`config.mk`:
```
export PLATFORM = sky130hd
export DESIGN_NAME = mac16_acc48
export DESIGN_NICKNAME = d
export VERILOG_FILES = /design/src/rtl/mac_pkg.sv /design/src/rtl/mac_decode.sv /design/src/rtl/mac_mult.sv /design/src/rtl/mac_accum.sv /design/src/rtl/mac16_acc48.sv
export SDC_FILE = /design/constraint.sdc
export NUM_CORES = 1
export LEC_CHECK = 0
export ABC_CLOCK_PERIOD_IN_PS = 8700
export BUFFER_PORTS_ARGS = -buffer_cell sky130_fd_sc_hd__buf_2
export CORE_MARGIN = 2
export CORE_UTILIZATION = 69
export CTS_CLUSTER_DIAMETER = 50
export CTS_CLUSTER_SIZE = 14
export DETAILED_ROUTE_END_ITERATION = 16
export PLACE_DENSITY = 0.89
export SLEW_MARGIN = 20
export SYNTH_ARGS = -nofsm -noshare
export SYNTH_HDL_FRONTEND = slang
export SYNTH_HIERARCHICAL = 1
export SYNTH_SLANG_ARGS = --single-unit
```
`constraint.sdc`:
```
create_clock -name clk -period 8.7 [get_ports clk]
set_input_delay 0.435 -clock clk [delete_from_list [all_inputs] [get_ports clk]]
set_output_delay 0.435 -clock clk [all_outputs]
set_load 0.05 [all_outputs]
```
`src/rtl/mac_pkg.sv`:
```
package mac_pkg;
  localparam int unsigned OPND_W = 16;
  localparam int unsigned ACC_W  = 48;
  localparam int unsigned PROD_W = 2 * OPND_W;

  typedef enum logic [2:0] {
    OP_UMUL  = 3'd0,
    OP_UMAC  = 3'd1,
    OP_UMSUB = 3'd2,
    OP_SMUL  = 3'd3,
    OP_SNEG  = 3'd4,
    OP_SMAC  = 3'd5,
    OP_SMSUB = 3'd6,
    OP_NOP   = 3'd7
  } mac_op_e;

  // control word for one operation
  typedef struct packed {
    logic valid;     // code performs work
    logic sgn;       // operands are two's complement
    logic keep;      // base is current accumulator (else zero)
    logic sub;       // subtract the extended product from the base
  } mac_ctl_t;

  function automatic mac_ctl_t decode_op(input logic [2:0] code);
    mac_ctl_t c;
    c = '0;
    case (mac_op_e'(code))
      OP_UMUL:  c = '{valid: 1'b1, sgn: 1'b0, keep: 1'b0, sub: 1'b0};
      OP_UMAC:  c = '{valid: 1'b1, sgn: 1'b0, keep: 1'b1, sub: 1'b0};
      OP_UMSUB: c = '{valid: 1'b1, sgn: 1'b0, keep: 1'b1, sub: 1'b1};
      OP_SMUL:  c = '{valid: 1'b1, sgn: 1'b1, keep: 1'b0, sub: 1'b0};
      OP_SNEG:  c = '{valid: 1'b1, sgn: 1'b1, keep: 1'b0, sub: 1'b1};
      OP_SMAC:  c = '{valid: 1'b1, sgn: 1'b1, keep: 1'b1, sub: 1'b0};
      OP_SMSUB: c = '{valid: 1'b1, sgn: 1'b1, keep: 1'b1, sub: 1'b1};
      default:  c = '0;
    endcase
    return c;
  endfunction

  // combine base and extended product modulo 2^ACC_W
  function automatic logic [ACC_W-1:0] acc_combine(input logic [ACC_W-1:0] base,
                                                    input logic [ACC_W-1:0] term,
                                                    input logic             sub);
    return sub ? (base - term) : (base + term);
  endfunction
endpackage

```
`src/rtl/mac_decode.sv`:
```
module mac_decode
  import mac_pkg::*;
(
  input  logic [2:0] op_sel,
  output mac_ctl_t   ctl
);
  always_comb ctl = decode_op(op_sel);
endmodule

```
`src/rtl/mac_mult.sv`:
```
module mac_mult #(
  parameter int unsigned A_W   = 16,
  parameter int unsigned B_W   = 16,
  parameter int unsigned ACC_W = 48
) (
  input  logic [A_W-1:0]     a,
  input  logic [B_W-1:0]     b,
  input  logic               sgn,
  output logic [A_W+B_W-1:0] prod,
  output logic [ACC_W-1:0]   prod_ext
);
  localparam int unsigned P_W   = A_W + B_W;
  localparam int unsigned GUARD = ACC_W - P_W;

  // one extra bit per operand turns a single signed multiplier into both kinds
  logic signed [A_W:0]   a_x;
  logic signed [B_W:0]   b_x;
  logic signed [P_W+1:0] full;

  assign a_x  = {sgn & a[A_W-1], a};
  assign b_x  = {sgn & b[B_W-1], b};
  assign full = a_x * b_x;
  assign prod = full[P_W-1:0];

  generate
    if (GUARD > 0) begin : g_guard
      assign prod_ext = {{GUARD{sgn & prod[P_W-1]}}, prod};
    end else begin : g_noguard
      assign prod_ext = prod[ACC_W-1:0];
    end
  endgenerate
endmodule

```
`src/rtl/mac_accum.sv`:
```
module mac_accum
  import mac_pkg::*;
#(
  parameter int unsigned ACC_W = 48,
  parameter int unsigned P_W   = 32
) (
  input  logic             clk,
  input  logic             rst_n,
  input  logic             do_clear,
  input  logic             do_update,
  input  mac_ctl_t         ctl,
  input  logic [P_W-1:0]   prod,
  input  logic [ACC_W-1:0] prod_ext,
  output logic [ACC_W-1:0] acc_q,
  output logic [P_W-1:0]   prod_q
);
  logic [ACC_W-1:0] base;
  logic [ACC_W-1:0] acc_nxt;

  assign base    = ctl.keep ? acc_q : '0;
  assign acc_nxt = acc_combine(base, prod_ext, ctl.sub);

  always_ff @(posedge clk or negedge rst_n) begin
    if (!rst_n) begin
      acc_q  <= '0;
      prod_q <= '0;
    end else if (do_clear) begin
      acc_q  <= '0;
    end else if (do_update) begin
      acc_q  <= acc_nxt;
      prod_q <= prod;
    end
  end
endmodule

```
`src/rtl/mac16_acc48.sv`:
```
module mac16_acc48
  import mac_pkg::*;
#(
  parameter int unsigned A_W   = OPND_W,
  parameter int unsigned B_W   = OPND_W,
  parameter int unsigned ACC_W = mac_pkg::ACC_W
) (
  input  logic             clk,
  input  logic             rst_n,
  input  logic             go,
  input  logic [A_W-1:0]   opnd_a,
  input  logic [B_W-1:0]   opnd_b,
  input  logic [2:0]       op_sel,
  input  logic             acc_clr,
  output logic [ACC_W-1:0] acc_q,
  output logic [A_W+B_W-1:0] prod_q
);
  localparam int unsigned P_W = A_W + B_W;

  mac_ctl_t         ctl;
  logic [P_W-1:0]   prod;
  logic [ACC_W-1:0] prod_ext;

  // named events for the checker
  logic ev_clear;
  logic ev_update;
  logic ev_dropped;

  assign ev_clear   = acc_clr;
  assign ev_update  = go & ctl.valid & ~acc_clr;
  assign ev_dropped = go & acc_clr;

  mac_decode u_dec (
    .op_sel (op_sel),
    .ctl    (ctl)
  );

  mac_mult #(.A_W(A_W), .B_W(B_W), .ACC_W(ACC_W)) u_mul (
    .a        (opnd_a),
    .b        (opnd_b),
    .sgn      (ctl.sgn),
    .prod     (prod),
    .prod_ext (prod_ext)
  );

  mac_accum #(.ACC_W(ACC_W), .P_W(P_W)) u_acc (
    .clk       (clk),
    .rst_n     (rst_n),
    .do_clear  (ev_clear),
    .do_update (ev_update),
    .ctl       (ctl),
    .prod      (prod),
    .prod_ext  (prod_ext),
    .acc_q     (acc_q),
    .prod_q    (prod_q)
  );
endmodule

```
==> metrics.cfg <==
[synthesis]
synth.net_count=2593
synth_compound_area_share_pct=9.92
yosys.area_share.adder_pct=40.3
synth.lib_cells_used.distinct=80
async_reset_ff_share_pct=100
synth_top_family_by_area=adder cells
synth.area.mux_share_pct=1.66
syn-instance-count=2140
synth_xor_xnor_area_share_pct=6.18
basic_gate_share_of_the_synthesized_area_counting_and_or_nand_and_nor_cells_pct=20.2
synth.ff_latch_count=80
syn_area_um2=18100
synth_edf_count=0
post_synth.cell_area_avg_um2=8.48
synthFlopType=dfrtp_1
post_synthesis_sequential_area_ratio_pct=11.0
synth_warnings=6

[die]
fp.dieH_um=166
die_w_um=166
floorplan.die_area_um2=27600
initial_core_util_pct=70.0
design.core.area_um2=25900
ios=119
fp-row-count=59

[grt]
maximum_number_of_pins_on_one_net_before_global_route_repair=81
grt_pass1_wl_um=92400
grt_util_all_layers_pct=41.8
grt_antenna_before_repair=0
via_count_of_the_first_global_routing_pass=18302
grt_overflow=0

[timing]
grt_setup_unrepaired=true
transition_time_at_the_pin_with_the_least_slew_margin_ns=0.797
finalWorstPathRequiredPeriod_ns=9.55
finalCritPeriodShare_pct=110
max_slew_margin_pct=46.7
clock-skew-final_ns=0.0138
fmax_mhz=105
report.final.hold_viol_count=0
timing.final.max_slew_violations=0
post_route_setup_slack_ns=-0.854
setup_violations=24

[final_layout]
antennaDiodeCount=0
design.final.nets=2950
layout-drive-gt1-share_pct=27.9
stdcell_area_um2=22800
layout_area_overhead_pct=25.6
multiInputGateArea_um2=15200
area.sequential_um2=2000
fillCellCount=1147

[routing]
first_pass_iters=9
routed_wire_length_um=69000
drt_iter0_markers=2596
ant_nets=0
drc=0
vias_per_cell=6.60
wire_per_inst_um=24.3
vias=18719

[outcome]
violations=setup timing
outcome=complete, but fails checks

[worst_setup_path]
critPathArrivalTime_ns=9.75
worst_path_cell_with_the_longest_stage_delay=fa_1
start_kind=input pin
critPathRequiredTime_ns=8.90
reg2regPathDepth=15
path_class=input pin to flip-flop
cpMostUsedCell=fa_1
worst-path-max-fanout=8
r2r-end=u_acc/acc_q[40]
worstSetupEndpointType=flip-flop
reg2reg_slack_ns=5.03
worst_path_largest_cell_delay_ns=0.55
reg2reg_from=u_acc/acc_q[0]

[clock_tree]
htree_num_levels=3
numClockSinks=80
tritoncts.num_buffers=9
clk-insertion-delay-late_ns=0.34
cts_hold_repair.buffers=0
clock_tree_from_tritoncts=built
clockBufferDepth=2
clock_transition_at_the_registers_of_the_reported_paths_ns=0.06
ctsRootBufferMaster=clkbuf_16

[placed_design]
dpl.hpwl_um=45500
placed_standard_cell_area_um2=21000
finalWeightedCongestion=0.944
io_port_bufs=118

[flow_run]
max-cap-violations=0

[hold_path]
worstHoldPathType=input pin to async pin

[cells in the mapped netlist (all sizes together), types with 29 or more instances]
cell / n / area [µm²]
clkbuf: 86 / 323
o21ai: 46 / 234
fa: 283 / 5670
xor2: 30 / 263
inv: 333 / 1250
a21o: 29 / 218
a21oi: 85 / 433
mux2i: 30 / 300
ha: 131 / 1640
nor2: 123 / 462
nand2: 293 / 1100
buf: 52 / 379
xnor2: 98 / 858
dfrtp: 80 / 2000
and2: 177 / 1110
[stage by stage]
stage / setup WS (ns) / cells / util (%) / hold slack (ns) / TNS, ns
finish: -0.854 / 2837 / 88.0 / 0.135 / -12.75
global route: -0.947 / 2837 / 88.0 / 0.212 / -15.20
CTS: 0.00377 / 2801 / 84.0 / 0.302 / 0
detailed placement: -0.871 / 2764 / 81.0 / 0.457 / -12.13
global placement: -0.596 / 2764 / 81.0 / 0.454 / -4.63
floorplan: -0.0235 / 2140 / - / 0.139 / -0.0235
[per-layer routing]
layer	part of all wire, %	global-route usage [%]
met4	11	24.2
met2	45	71.3
met5	0	0
met1	33	51.8
met3	12	4.89
[layout make-up]
class	count	share of cell area, %
well taps	335	1.84
flip-flops and latches	80	8.78
clock buffers	12	1.13
inverters	333	5.50
clock inverters	4	0.225
repair buffers	484	15.8
multi-input cells	1589	66.7
[how the worst max path moves through the flow]
stage	startpoint	endpoint	slack, ns	cells after the start
finish	op_sel[1]	u_acc/acc_q[42]	-0.85	41
global route	op_sel[1]	u_acc/acc_q[47]	-0.95	42
CTS	op_sel[1]	u_acc/acc_q[47]	0.004	38
detailed placement	op_sel[1]	u_acc/acc_q[41]	-0.87	39
global placement	op_sel[1]	u_acc/acc_q[41]	-0.60	40
floorplan	opnd_b[6]	u_acc/acc_q[44]	-0.02	36
[repair_timing]
item | 4_1_cts | 5_1_grt
pin swaps | 50 | 108
cloned | 0 | 1
endpoints found under the hold margin | 0 | 0
setup buffers | 21 | 37
gates resized for setup | 79 | 168
endpoints found under the setup margin | 16 | 25
[logic make-up (layout without fill, tap and decap cells)]
group / Yosys count / in the layout
AO/OA/AOI/OAI: 270 / 270
XOR/XNOR: 128 / 128
adder cells (fa/ha/maj): 414 / 414
buffers and inverters: 471 / 833
flip-flops: 80 / 80
multiplexers: 30 / 30
AND/OR/NAND/NOR: 747 / 747
[registers in the layout, summed over array words and instances (netlist names)]
signal,count
u_acc/acc_q,48
u_acc/prod_q,32
[worst max-delay path: cells and delay by family]
kind                     cells  cell delay (ns)
AND/OR/NAND/NOR             10             1.64
adder cells (fa/ha/maj)      8             3.62
buffers and inverters       11             1.63
XOR/XNOR                     2             0.51
AO/OA/AOI/OAI               10             1.89
[placed cells by master (no fill, tap or decap), types with 12 or more instances in the layout]
cell type	n
nand2b_1	16
a21o_1	29
xor2_1	29
fa_1	274
o21ai_0	29
dfrtp_1	80
inv_1	313
inv_2	19
nor2_1	110
ha_4	16
and3_1	17
mux2i_1	30
buf_4	349
nand3_1	17
a21oi_2	20
nor3_1	13
nand2_1	275
buf_2	99
a31oi_1	12
nand2_2	16
a21oi_1	64
nand4_1	14
nor2b_1	13
buf_6	23
ha_1	113
and2_1	167
xnor2_1	88
Power is not shown: default switching activity piles up to over one toggle a cycle in this logic, so the estimate is an artifact.
